<file path="config.mk">
export PLATFORM = sky130hd
export DESIGN_NAME = busarb_top
export DESIGN_NICKNAME = d
export VERILOG_FILES = /design/src/rtl/busarb_pkg.sv /design/src/rtl/busarb_chain.sv /design/src/rtl/busarb_dp.sv /design/src/rtl/busarb_ctrl.sv /design/src/rtl/busarb_top.sv
export SDC_FILE = /design/constraint.sdc
export NUM_CORES = 1
export LEC_CHECK = 0
export BUFFER_PORTS_ARGS = -buffer_cell sky130_fd_sc_hd__buf_4
export CAP_MARGIN = 20
export CORE_AREA = 2 2 39 41
export CTS_CLUSTER_SIZE = 8
export DETAILED_ROUTE_END_ITERATION = 16
export DIE_AREA = 0 0 41 43
export PLACE_DENSITY = 0.69
export SYNTH_ARGS = -nofsm -noshare
export SYNTH_HDL_FRONTEND = slang
export SYNTH_SLANG_ARGS = --single-unit
</file>
<file path="constraint.sdc">
create_clock -name clk -period 1.72 [get_ports clk]
set_clock_uncertainty 0.2 [all_clocks]
set_input_delay 0.086 -clock clk [delete_from_list [all_inputs] [get_ports clk]]
set_output_delay 0.086 -clock clk [all_outputs]
set_load 0.05 [all_outputs]
</file>
<file path="src/rtl/busarb_pkg.sv">
package busarb_pkg;
  localparam int LEVELS = 2;
  localparam int LVL_W  = (LEVELS > 1) ? $clog2(LEVELS) : 1;

  typedef struct packed {
    logic doLoad;
    logic doFree;
  } arbStrobe_t;
endpackage

</file>
<file path="src/rtl/busarb_chain.sv">
module busarb_chain #(
  parameter int DEVICES = 4
) (
  input  logic               grantIn,
  input  logic [DEVICES-1:0] req,
  output logic [DEVICES-1:0] gnt
);
  // Grant ripples from device 0; a requester absorbs it, others pass it on.
  always_comb begin
    logic open;
    open = grantIn;
    for (int i = 0; i < DEVICES; i++) begin
      gnt[i] = open & req[i];
      open   = open & ~req[i];
    end
  end
endmodule

</file>
<file path="src/rtl/busarb_dp.sv">
module busarb_dp
  import busarb_pkg::*;
#(
  parameter int DEVICES = 4
) (
  input  logic                            clk,
  input  logic                            rstN,
  input  logic [LEVELS-1:0][DEVICES-1:0]  reqV,
  input  arbStrobe_t                      strobe,
  output logic [LEVELS-1:0][DEVICES-1:0]  gntV,
  output logic [LVL_W-1:0]                ownerLvl,
  output logic                            anyReq,
  output logic                            ownerHeld
);
  logic [LEVELS-1:0]               lvlAny;
  logic [LEVELS-1:0]               lvlLine;
  logic [LEVELS-1:0][DEVICES-1:0]  candV;
  logic [LEVELS-1:0][DEVICES-1:0]  gntQ;
  logic [LVL_W-1:0]                winLvl;
  logic [LVL_W-1:0]                ownerQ;

  // One summary line and one chain per tier; tier 0 has top priority.
  for (genvar l = 0; l < LEVELS; l++) begin : g_lvl
    assign lvlAny[l] = |reqV[l];
    if (l == 0) begin : g_top
      assign lvlLine[l] = lvlAny[l];
    end else begin : g_lower
      assign lvlLine[l] = lvlAny[l] & ~(|lvlAny[l-1:0]);
    end
    busarb_chain #(.DEVICES(DEVICES)) u_chain (
      .grantIn (lvlLine[l]),
      .req     (reqV[l]),
      .gnt     (candV[l])
    );
  end

  always_comb begin
    winLvl = '0;
    for (int l = LEVELS - 1; l >= 0; l--) begin
      if (lvlAny[l]) winLvl = LVL_W'(l);
    end
  end

  always_ff @(posedge clk) begin
    if (!rstN) begin
      gntQ   <= '0;
      ownerQ <= '0;
    end else if (strobe.doFree) begin
      gntQ   <= '0;
      ownerQ <= '0;
    end else if (strobe.doLoad) begin
      gntQ   <= candV;
      ownerQ <= winLvl;
    end
  end

  assign anyReq    = |lvlAny;
  assign ownerHeld = |(gntQ & reqV);
  assign gntV      = gntQ;
  assign ownerLvl  = ownerQ;
endmodule

</file>
<file path="src/rtl/busarb_ctrl.sv">
module busarb_ctrl
  import busarb_pkg::*;
(
  input  logic       clk,
  input  logic       rstN,
  input  logic       anyReq,
  input  logic       ownerHeld,
  output arbStrobe_t strobe
);
  typedef enum logic {ST_IDLE, ST_HELD} arbState_t;
  arbState_t state, stateNext;

  always_comb begin
    strobe    = '0;
    stateNext = state;
    case (state)
      ST_IDLE: if (anyReq) begin
        strobe.doLoad = 1'b1;
        stateNext     = ST_HELD;
      end
      ST_HELD: if (!ownerHeld) begin
        strobe.doFree = 1'b1;
        stateNext     = ST_IDLE;
      end
      default: stateNext = ST_IDLE;
    endcase
  end

  always_ff @(posedge clk) begin
    if (!rstN) state <= ST_IDLE;
    else       state <= stateNext;
  end
endmodule

</file>
<file path="src/rtl/busarb_top.sv">
module busarb_top
  import busarb_pkg::*;
#(
  parameter int DEVICES = 4
) (
  input  logic               clk,
  input  logic               rstN,
  input  logic [DEVICES-1:0] hiReq,
  input  logic [DEVICES-1:0] loReq,
  output logic [DEVICES-1:0] hiGnt,
  output logic [DEVICES-1:0] loGnt,
  output logic               busy,
  output logic [LVL_W-1:0]   ownerLevel
);
  logic [LEVELS-1:0][DEVICES-1:0] reqV;
  logic [LEVELS-1:0][DEVICES-1:0] gntV;
  arbStrobe_t                     strobe;
  logic                           anyReq;
  logic                           ownerHeld;

  assign reqV[0] = hiReq;
  assign reqV[1] = loReq;

  busarb_ctrl u_ctrl (
    .clk       (clk),
    .rstN      (rstN),
    .anyReq    (anyReq),
    .ownerHeld (ownerHeld),
    .strobe    (strobe)
  );

  busarb_dp #(.DEVICES(DEVICES)) u_dp (
    .clk       (clk),
    .rstN      (rstN),
    .reqV      (reqV),
    .strobe    (strobe),
    .gntV      (gntV),
    .ownerLvl  (ownerLevel),
    .anyReq    (anyReq),
    .ownerHeld (ownerHeld)
  );

  assign hiGnt = gntV[0];
  assign loGnt = gntV[1];
  assign busy  = |gntV;
endmodule

</file>
**Word-level counts from Yosys, hierarchy flattened**

Cells that the tools add are included.

- Muxes and demuxes: 8
- Bitwise logic cells: 25
- Reductions and logical operators: 6

Operators with widths:

| operator | number |
|---|---|
| 8-bit OR reduction | 3 |
| 1-bit AND | 15 |
| 1-bit NOT | 9 |
| 8-bit AND | 1 |
| 4-bit OR reduction | 2 |
| 1-bit 2-to-1 mux | 7 |
| 1-bit one-hot mux with 2 select lines | 1 |
| 2-bit OR reduction | 1 |

- Register bits: 10
- Bits of input ports: 10

**Longest topological paths before layout**

Gate-level depths: netlist (run 1).

- Depth after elaboration: 7
- Gate-level depth with buffers: 5

**Hierarchy**

Synthesis (run 1) repeated with hierarchy kept, for this count alone.

- Cell total of the unflattened synthesis: 60
- Area total of the unflattened synthesis: 583.1 sq um

Modules (own cells, without submodules):

| module | instances | cells an instance | area each (sq um) | sequential area each (sq um) |
|---|---|---|---|---|
| busarb_dp | 1 | 40 | 400.4 | 180.2 |
| busarb_chain | 2 | 6 | 60.1 | 0.0 |
| busarb_ctrl | 1 | 5 | 46.3 | 20.0 |
| busarb_top | 1 | 3 | 16.3 | 0.0 |

**Least setup slack after synthesis (run 1)**

Ideal clock, no wire load.

- Path kind: register -> register
- From: reg u_dp.gntQ (netlist bit u_dp.gntV[5])
- To: reg u_dp.gntQ (netlist bit u_dp.gntV[0])
- Library setup time: 0.129 ns
- Data arrival time: 1.326 ns
- Required time: 1.391 ns
- Setup slack: 0.064 ns
- Cell stages (with the launch flop): 5
- Clock period less this slack: 1.656 ns
- Cells stage by stage: dfxtp_1 -> a222oi_1 -> nand3_1 -> o21ai_2 -> nor2_1

- Word-level cells in the longest chain between the ends: 5

RTL lines:

| what | RTL line | source |
|---|---|---|
| start, declared | busarb_dp.sv:18 | `logic [LEVELS-1:0][DEVICES-1:0] gntQ;` |
| start signal, assigned | busarb_dp.sv:52 | `gntQ <= candV;` |
| 8-bit AND | busarb_dp.sv:58 | `assign ownerHeld = \|(gntQ & reqV);` |
| 8-bit OR reduction | busarb_dp.sv:58 |  |
| 1-bit 2-to-1 mux | busarb_ctrl.sv:21 | `ST_HELD: if (!ownerHeld) begin` |
| 1-bit 2-to-1 mux | busarb_ctrl.sv:16 | `case (state)` |
| 2-bit OR reduction (no source line) | - |  |

Every way passes these cells.
A chain may end at the register's enable or synchronous reset.

**Worst setup path after layout (run 1)**

- From: reg u_ctrl.state
- To: reg u_dp.gntQ (netlist bit u_dp.gntV[7])

- Word-level cells in the longest chain between the ends: 2
- Elaborated cells between the ends (all ways): 3
- Those cells by class: 2 x mux; 1 x reduce/logical

RTL lines:

| what | RTL line | source |
|---|---|---|
| start, declared | busarb_ctrl.sv:11 | `arbState_t state, stateNext;` |
| start signal, assigned | busarb_ctrl.sv:31 | `else state <= stateNext;` |
| 1-bit 2-to-1 mux | busarb_ctrl.sv:16 |  |
| 2-bit OR reduction (no source line) | - |  |

Several ways; a longest one is shown, not always the timed one.

==> flow_summary_export.csv, run 1 <==
group,metric,value,unit
synthesis,ys_seq_area_share,43.5,%
pwr,switching_share,28.0,%
die,die_h,43,µm
hold_path,holdPathEnd,"u_ctrl.state",
sta,fmax,603,MHz
synthesis,synthArstFlopShare,0,%
cells_and_area,multi_input_area,256,µm²
cells_and_area,nets,94,
sta,finalSetupViolCount,0,
synthesis,synth.most_common_cell,"dfxtp_1",
detailed_routing,first_pass_iters,4,
sta,hold_slack,-0.0619,ns
cells_and_area,antenna_cells,0,
cells_and_area,fillCellCount,128,
critical_path,reg2reg_setup_slack,0.06,ns
place,hpwl,902,µm
critical_path,critPathMaxFanout,5,
detailed_routing,avgViaCountPerCell,5.14,
place,dp.cells,89,
clocking,htreeDepth,1,
sta,rsz0062_at_grt,"false",
synthesis,ys.flop_type,"dfxtp_1",
detailed_routing,drtIter0Drc,12,
synthesis,yosysUniqueCellTypes,23,
die,core_area,1380,µm²
die,die_area,1760,µm²
cells_and_area,area.growth.synth_to_final,61.1,%
detailed_routing,num_vias,509,
detailed_routing,drc,0,
synthesis,synth_common_cells,"10 x dfxtp_1, 9 x nor2_1, 5 x a21oi_1, 5 x nand2_1, 3 x a22oi_1",
synthesis,syn_nets,63,
global_route,antenna_found_initial,0,
die,boundaryPins,20,
critical_path,path_class,"reg -> reg",
synthesis,yosys.area.top_type,"dfxtp_1",
pwr,peakVddDrop,0.534,mV
sta,finalHoldViolations,3,
synthesis,synth_top_area_share,43.5,%
job,maxCapViolCount,0,
status,failed_checks,"hold timing",
pwr,pwr-share-clk,36.2,%
die,fp.dieW,41,µm
global_route,grt_start_max_net_pins,11,
sta,worstMarginPinSlew,0.296,ns
synthesis,syn_area,460,µm²
pwr,combPwrFrac,21.9,%
critical_path,r2r_start,"u_ctrl.state",
global_route,grt_pass1_wl,2050,µm
clocking,cts_buffers,3,
global_route,grt_overflow,0,
clocking,hold_buffers,6,
global_route,first_global_vias,478,
sta,maxSlewHeadroom,80.0,%
sta,tns,0,ns
clocking,tritoncts,"yes",
die,row_count,14,
synthesis,synth.area.top_cells,"dfxtp_1 43%, nor2_1 7.3%, a21oi_1 5.4%, a22oi_1 4.9%, nand2_1 4.1%",
pwr,switchingPower,0.164,mW
pwr,p_seq_share,41.9,%
detailed_routing,wl_per_cell,13.7,µm
cells_and_area,final-seq-area,200,µm²
sta,drv_slew,0,
global_route,grtUsageTotal,17.6,%
detailed_routing,ant_nets,0,
clocking,clk_pin_slew,0.07,ns
synthesis,synth_area_per_cell,8.69,µm²
hold_path,hold_path_class,"in -> reg",
critical_path,critPathArrivalTime,1.66,ns
sta,layout_min_cycle_time,1.66,ns
clocking,clock_sinks,10,
synthesis,syn_inst,53,
place,gp_congestion,0.809,
critical_path,rr_endpoint,"u_dp.gntV[7]",
critical_path,cp-end-kind,"flip-flop",
hold_path,holdPathStages,3,
cells_and_area,drive_above_1_share,36.1,%
place,port_buffers,19,
synthesis,synth-seq-cells,10,
critical_path,r2r_cells,4,
synthesis,synth_warnings,0,
pwr,p_leak,0.313,nW
cells_and_area,layoutNonFillerInstCount,99,
detailed_routing,wirelength,1360,µm
clocking,clockBufferDepth,2,
critical_path,critPathRequiredTime,1.72,ns
hold_path,hp-start,"loReq[1]",
clocking,cts-root-buf,"clkbuf_4",
pwr,power_density,789,nW/µm²
sta,final.period_utilization,96.4,%
clocking,insertion_delay,0.27,ns
die,start_util,33.3,%
status,status,"complete, but fails checks",
critical_path,critical_path.startpoint_type,"flip-flop",
synthesis,synth_edf_count,0,
pwr,internal-power,0.422,mW
## per-layer routing
metal  track usage [%]  vias to the layer above  routed length (µm)
met2              26.6                       17                 705
li1                  -                      261                   -
met4              7.33                        0                   8
met5                 0                        -                   0
met1              19.8                      229                 571
met3              9.42                        2                  75
## cell usage in the layout (no fill, tap or decap), types with 2 or more instances in the layout
cell type,instances
buf_4,20
inv_1,2
dlygate4sd3_1,6
nor4_1,2
a21oi_1,5
nor2_1,9
a32oi_1,2
nand2_1,5
dfxtp_1,10
clkbuf_4,3
a22oi_1,3
## cell families after synthesis
group,count (synthesis),synth area share [%]
mux,1,2.17
compound gates,14,22.0
buf+inv,3,2.72
flops,10,43.5
simple gates,25,29.6
## final cells by class
type,count,share of cell area (%)
timing repair buffer,27,29.8
multi-input combinational,40,34.6
tap,16,2.70
clock buffer,4,4.89
inverter,2,1.01
sequential,10,27.0
## state kept, by name, summed over array words and instances (netlist names)
register,flops
u_dp.gntV,8
u_dp.ownerLvl,1
u_ctrl.state,1
## power groups by stage
stage	sequential (mW)	combinational, mW	clock [mW]
2_1_floorplan	0.264	0.0472	0
3_3_place_gp	0.250	0.111	0
3_5_place_dp	0.250	0.112	0
4_1_cts	0.245	0.123	0.218
5_1_grt	0.246	0.136	0.233
6_report	0.245	0.128	0.212
## worst max-delay path, stage by stage, from the launching register on
cell      delay [ns]
dfxtp_1         0.35
or4_4           0.56
nor2_2          0.21
nand4b_1        0.12
a21oi_1         0.15
## repair_timing
item | 4_1_cts | 5_1_grt
endpoints found under the setup margin | 0 | 7
setup buffers | 0 | 0
resized for setup | 0 | 2
hold endpoints to repair | 9 | 3
## worst max path at each step
stage | start | end | slack [ns] | depth (start not counted)
after CTS | loReq[2] | u_dp.ownerLvl | 0.01 | 7
final | u_ctrl.state | u_dp.gntV[7] | 0.06 | 4
after global routing | u_ctrl.state | u_dp.gntV[7] | 0.002 | 4
after floorplan | u_dp.gntV[5] | u_dp.gntV[0] | 0.06 | 4
after detailed placement | u_ctrl.state | u_dp.gntV[7] | 0.10 | 4
after global placement | u_ctrl.state | u_dp.ownerLvl | 0.15 | 3
## stage by stage
stage                     total power, mW  hold slack [ns]  cell area, µm²  setup slack (ns)  utilization, %
final                               0.585          -0.0619             742            0.0621            53.6
after global routing                0.615          -0.0649             742           0.00223            53.6
after CTS                           0.586          -0.0821             729            0.0139            52.7
after detailed placement            0.362            0.185             633             0.102            45.8
after global placement              0.361            0.180             633             0.153            45.8
after floorplan                     0.311           0.0299             460            0.0644               -
No activity file was read; power rests on OpenSTA's default activity.
==> inputs of run 2 (changes only) <==
- PLACE_DENSITY: 0.69 -> 0.79
- SYNTH_HIERARCHICAL: default -> 1
==> run 2 against run 1 <==
Effect of this change:
- count of clock-buffer cells in the layout did not move
- critical path depth grew 2
- sequential power is essentially flat
- sequential share of layout area fell by 4.3 points
- the run now ends clean
- highest routed layer unchanged
==> flow_summary_export.csv, run 2 <==
group,metric,value,unit
global_route,grt_overflow,0,
critical_path,critPathMaxFanout,4,
global_route,grt_pass1_wl,2370,µm
sta,drv_slew,0,
hold_path,holdPathEnd,"u_dp/gntV[4]",
detailed_routing,wl_per_cell,13.8,µm
cells_and_area,final-seq-area,200,µm²
place,gp_congestion,0.785,
hold_path,holdPathStages,4,
status,status,"finished, final reports clean",
critical_path,cp_num_buf_inv,1,
pwr,internal-power,0.435,mW
die,row_count,14,
cells_and_area,fillCellCount,132,
synthesis,synth_area_per_cell,9.72,µm²
job,maxCapViolCount,0,
hold_path,hp-start,"loReq[0]",
pwr,switching_share,28.2,%
synthesis,synth_top_area_share,34.3,%
synthesis,syn_area,583,µm²
sta,final.period_utilization,96.1,%
cells_and_area,largest_reg_flops,8,
synthesis,synthArstFlopShare,0,%
sta,rsz0062_at_grt,"false",
sta,tns,0,ns
place,hpwl,1080,µm
clocking,htreeDepth,1,
critical_path,rr_endpoint,"u_dp/ownerLvl",
synthesis,synth.area.top_cells,"dfxtp_1 34%, mux2i_1 14%, nor4b_4 8.2%, nor2_1 7.1%, a22oi_1 5.2%",
clocking,tritoncts,"yes",
synthesis,yosys.area.top_type,"dfxtp_1",
detailed_routing,ant_nets,0,
sta,fmax,605,MHz
pwr,peakVddDrop,0.437,mV
clocking,insertion_delay,0.27,ns
detailed_routing,num_vias,569,
synthesis,synth_edf_count,0,
detailed_routing,first_pass_iters,4,
die,boundaryPins,20,
detailed_routing,wirelength,1490,µm
detailed_routing,drc,0,
pwr,p_leak,0.436,nW
die,die_h,43,µm
sta,finalSetupViolCount,0,
clocking,clk_pin_slew,0.07,ns
cells_and_area,layout_common_cells,"26 x buf_4, 11 x nor2_1, 10 x dfxtp_1",
sta,setup_slack,0.0666,ns
detailed_routing,avgViaCountPerCell,5.27,
sta,finalHoldViolations,0,
clocking,clock_sinks,10,
critical_path,cp-end-kind,"flip-flop",
critical_path,r2r_start,"u_dp/gntV[0]",
clocking,clockBufferDepth,2,
critical_path,path_class,"in -> reg",
cells_and_area,antenna_cells,0,
critical_path,cpPeakStageDelay,0.57,ns
critical_path,critPathArrivalTime,1.63,ns
critical_path,reg2reg_setup_slack,0.13,ns
die,core_area,1380,µm²
synthesis,synth.most_common_cell,"nor2_1",
cells_and_area,drive_above_1_share,44.6,%
sta,maxSlewHeadroom,70.7,%
global_route,grt_start_max_net_pins,11,
critical_path,critical_path.cell_chain,"buf_4, or4_4, nand2b_4, nor2b_4, or4bb_1, o31ai_2",
detailed_routing,drtIter0Drc,8,
hold_path,hold_path_class,"in -> reg",
pwr,pwr-share-clk,35.6,%
clocking,cts_setup_buffers,0,
sta,worstMarginPinSlew,0.436,ns
synthesis,synth-seq-cells,10,
clocking,cts-root-buf,"clkbuf_4",
pwr,power_density,685,nW/µm²
cells_and_area,multi_input_area,384,µm²
place,post_dp_cell_area,805,µm²
synthesis,syn_inst,60,
place,port_buffers,19,
die,fp.dieW,41,µm
pwr,p_seq_share,40.4,%
pwr,combPwrFrac,23.9,%
critical_path,critPathRequiredTime,1.70,ns
cells_and_area,nets,103,
critical_path,critical_path.startpoint_type,"input pin",
place,pre_cts_ws,-0.221,ns
synthesis,yosysUniqueCellTypes,22,
die,die_area,1760,µm²
cells_and_area,finalInstanceArea,883,µm²
clocking,cts_buffers,3,
cells_and_area,area.growth.synth_to_final,51.5,%
synthesis,synth_warnings,6,
pwr,switchingPower,0.171,mW
synthesis,synth_common_cells,"11 x nor2_1, 10 x dfxtp_1, 8 x mux2i_1, 4 x a22oi_1, 3 x nor4_1",
synthesis,ys.flop_type,"dfxtp_1",
die,start_util,42.1,%
critical_path,critPathTopFamily,"simple AND/OR/NAND/NOR gates",
critical_path,r2r_cells,5,
cells_and_area,final_common_cell,"buf_4",
global_route,first_global_vias,543,
global_route,antenna_found_initial,0,
critical_path,cp_slowest_cell,"or4_4",
sta,layout_min_cycle_time,1.65,ns
global_route,grtUsageTotal,20.2,%
synthesis,syn_nets,70,
synthesis,ys_seq_area_share,34.3,%
==> run 2: cell types whose count changed in the layout (fill, tap and decap cells not counted), moves of 2 or more <==
cell	delta
and2_2	+2
nor4b_4	+2
nand2b_4	+3
a32oi_1	-2
nand2_1	-4
mux2i_1	+7
buf_4	+6
a21oi_1	-5
dlygate4sd3_1	-2
nor2_1	+2
==> run 2: how the worst max path moves through the flow <==
stage                  start       endpoint  slack, ns  depth (start not counted)
global route        hiReq[1]   u_dp/gntV[6]       0.03                          7
floorplan           hiReq[1]  u_dp/ownerLvl      -0.19                          6
detailed placement  hiReq[1]  u_dp/ownerLvl      -0.22                          6
finish              hiReq[1]  u_dp/ownerLvl       0.07                          6
global placement    hiReq[1]  u_dp/ownerLvl      -0.14                          6
CTS                 hiReq[1]  u_dp/ownerLvl       0.06                          6
==> run 2: worst reg2reg max path: stages, from the launching register on <==
cell and delay [ns]:
dfxtp_1 0.41, a22oi_1 0.09, nand4_1 0.12, nor2b_1 0.07, or4bb_1 0.53, o31ai_2 0.09
==> run 2: cell families after synthesis <==
group                  synth area share, %
and+or+nand+nor                       40.6
muxes                                 13.7
AOI/OAI and AO/OA                     8.58
buffers and inverters                 2.79
DFF                                   34.3
==> run 2: final cells by class <==
cell class / count / area share [%]
multi-input cells: 46 / 43.5
repair buffers: 30 / 26.6
flip-flops and latches: 10 / 22.7
clock buffers: 4 / 4.11
well taps: 16 / 2.27
inverters: 2 / 0.850
==> run 2: power groups by stage <==
stage	registers [mW]	clock network [mW]	logic [mW]
2_1_floorplan	0.262	0	0.0688
3_3_place_gp	0.250	0	0.134
3_5_place_dp	0.250	0	0.136
4_1_cts	0.245	0.220	0.144
5_1_grt	0.245	0.232	0.154
6_report	0.245	0.216	0.145
==> run 2: per-stage QoR <==
step	hold WS, ns	cells	utilization, %	total power, mW
after floorplan	0.00345	60	-	0.331
after global placement	0.116	100	58.1	0.384
after detailed placement	0.118	100	58.1	0.386
after CTS	0.00503	108	63.7	0.608
after global routing	0.0351	108	63.8	0.631
final	0.00975	108	63.8	0.605
==> run 2: routing by layer <==
layer	share of wire [%]	up-vias	GRT usage [%]
met5	0	-	0
met4	0.54	0	6.00
met3	4.9	2	7.85
met2	53	16	33.4
met1	42	270	22.6
li1	-	281	-
==> run 2: timing repair <==
action,4_1_cts,5_1_grt
gates resized for setup,0,1
hold buffers,4,0
endpoints found under the hold margin,3,0
endpoints found under the setup margin,0,1
==> inputs of run 3 (changes only) <==
- PLACE_DENSITY: 0.79 -> 0.69
- SYNTH_HIERARCHICAL: 1 -> default
- clock period: 1.72 -> 1.9 ns (I/O delays scaled with it)
==> run 3 against run 2 <==
Effect of this change:
- die area unchanged
- via count decreased by 7.4%
- critical path depth unchanged
- sequential power decreased by 9.4%
- count of clock-buffer cells in the layout unchanged
- setup slack improved by 0.056 ns
- core utilization decreased by 9.1 points
- sequential share of layout area increased by 3.8 points
- sequential cell count unchanged
- clock power decreased by 11%
- worst hold slack improved by 0.025 ns
- non-clock buffer count decreased by 1
- critical endpoint is now u_dp.gntV[7]
- largest cell class unchanged
- largest power group unchanged
==> flow_summary_export.csv, run 3 (synthesis results as in run 1) <==
group,metric,value,unit
place,gp_congestion,0.777,
die,die_area,1760,µm²
detailed_routing,drc,0,
hold_path,hp-start,"hiReq[2]",
sta,worstMarginPinSlew,0.299,ns
die,core_area,1380,µm²
sta,finalHoldViolations,0,
pwr,power_density,703,nW/µm²
cells_and_area,area.growth.synth_to_final,64.4,%
hold_path,holdPathEnd,"u_dp.ownerLvl",
cells_and_area,nets,96,
global_route,grt_pass1_wl,1900,µm
critical_path,r2r_cells,4,
cells_and_area,antenna_cells,0,
hold_path,holdPathStages,4,
die,die_h,43,µm
sta,tns,0,ns
clocking,clk_pin_slew,0.07,ns
clocking,clock_sinks,10,
sta,finalSetupViolCount,0,
pwr,internal-power,0.384,mW
die,fp.dieW,41,µm
pwr,p_leak,0.320,nW
critical_path,critPathArrivalTime,1.78,ns
detailed_routing,num_vias,527,
detailed_routing,avgViaCountPerCell,5.22,
pwr,switching_share,27.8,%
critical_path,r2r_start,"u_ctrl.state",
clocking,clockBufferDepth,2,
cells_and_area,final_core_util,54.7,%
sta,final.period_utilization,93.6,%
pwr,peakVddDrop,0.358,mV
critical_path,critical_path.startpoint_type,"input pin",
die,start_util,33.3,%
critical_path,critPathMaxFanout,6,
global_route,grtUsageTotal,16.3,%
detailed_routing,wirelength,1250,µm
job,maxCapViolCount,0,
pwr,combPwrFrac,22.1,%
cells_and_area,drive_above_1_share,36.5,%
critical_path,rr_endpoint,"u_dp.gntV[7]",
cells_and_area,fillCellCount,126,
sta,layout_min_cycle_time,1.78,ns
status,status,"finished, final reports clean",
die,row_count,14,
cells_and_area,final-seq-area,200,µm²
clocking,insertion_delay,0.27,ns
detailed_routing,ant_nets,0,
place,dp.cells,87,
critical_path,path_class,"in -> reg",
global_route,grt_start_max_net_pins,11,
cells_and_area,layoutNonFillerInstCount,101,
critical_path,cp-end-kind,"flip-flop",
clocking,cts-root-buf,"clkbuf_4",
critical_path,critPathRequiredTime,1.91,ns
cells_and_area,layout_common_cells,"21 x buf_4, 10 x dfxtp_1, 9 x nor2_1",
sta,fmax,563,MHz
critical_path,reg2reg_setup_slack,0.26,ns
cells_and_area,final_common_cell,"buf_4",
detailed_routing,drtIter0Drc,35,
global_route,grt_overflow,0,
hold_path,hold_path_class,"in -> reg",
clocking,htreeDepth,1,
clocking,cts_buffers,3,
cells_and_area,largest_reg_flops,8,
detailed_routing,first_pass_iters,4,
global_route,antenna_found_initial,0,
place,port_buffers,19,
pwr,p_seq_share,41.7,%
global_route,first_global_vias,439,
cells_and_area,multi_input_area,255,µm²
pwr,switchingPower,0.148,mW
sta,maxSlewHeadroom,79.9,%
pwr,pwr-share-clk,36.1,%
clocking,tritoncts,"yes",
sta,drv_slew,0,
die,boundaryPins,20,
sta,rsz0062_at_grt,"false",
detailed_routing,wl_per_cell,12.4,µm
## run 3: metrics by stage
step / hold WS [ns] / total power, mW / area, µm² / setup slack, ns
6_report: 0.0350 / 0.532 / 757 / 0.122
4_1_cts: 0.0271 / 0.530 / 734 / 0.0186
3_5_place_dp: 0.201 / 0.321 / 618 / 0.297
3_3_place_gp: 0.184 / 0.321 / 618 / 0.299
5_1_grt: 0.0574 / 0.555 / 757 / 0.0437
2_1_floorplan: 0.0389 / 0.282 / 460 / 0.244
## run 3: worst max-delay path by stage
stage	to	startpoint	slack (ns)	depth (start not counted)
2_1_floorplan	u_dp.gntV[0]	u_dp.gntV[5]	0.24	4
3_3_place_gp	u_dp.gntV[7]	u_ctrl.state	0.30	4
3_5_place_dp	u_dp.gntV[4]	u_dp.gntV[5]	0.30	4
4_1_cts	u_dp.gntV[0]	loReq[1]	0.02	6
5_1_grt	u_dp.gntV[0]	loReq[1]	0.04	6
6_report	u_dp.gntV[7]	hiReq[0]	0.12	6
## run 3: power groups by stage
stage	clock network [mW]	registers, mW	logic, mW
floorplan	0	0.239	0.0427
detailed placement	0	0.227	0.0945
finish	0.192	0.222	0.118
global route	0.207	0.223	0.125
CTS	0.200	0.222	0.108
global placement	0	0.227	0.0939
## run 3: timing repair
item                                    4_1_cts  5_1_grt
hold buffers                                  8        0
hold endpoints to repair                     10        0
setup buffers                                 0        2
endpoints found under the setup margin        0        5
resized for setup                             0        2
## run 3: layer usage
metal	wire [µm]	part of all wire (%)	global-route usage (%)
met5	0	0	0
met4	55	4.4	10.0
met3	80	6.4	4.71
met2	561	45	23.1
met1	555	44	20.6
## run 3: area by class of cell
type | instances | share of cell area (%)
clock buffer | 4 | 4.79
timing repair buffer | 29 | 31.4
inverter | 2 | 0.992
tap | 16 | 2.64
multi-input combinational | 40 | 33.7
sequential | 10 | 26.4
## run 3: worst max-delay path, cell delays in order
cell,delay [ns]
dlygate4sd3_1,0.57
buf_4,0.17
or4_4,0.49
nor2_2,0.20
nand4b_1,0.12
a21oi_1,0.14
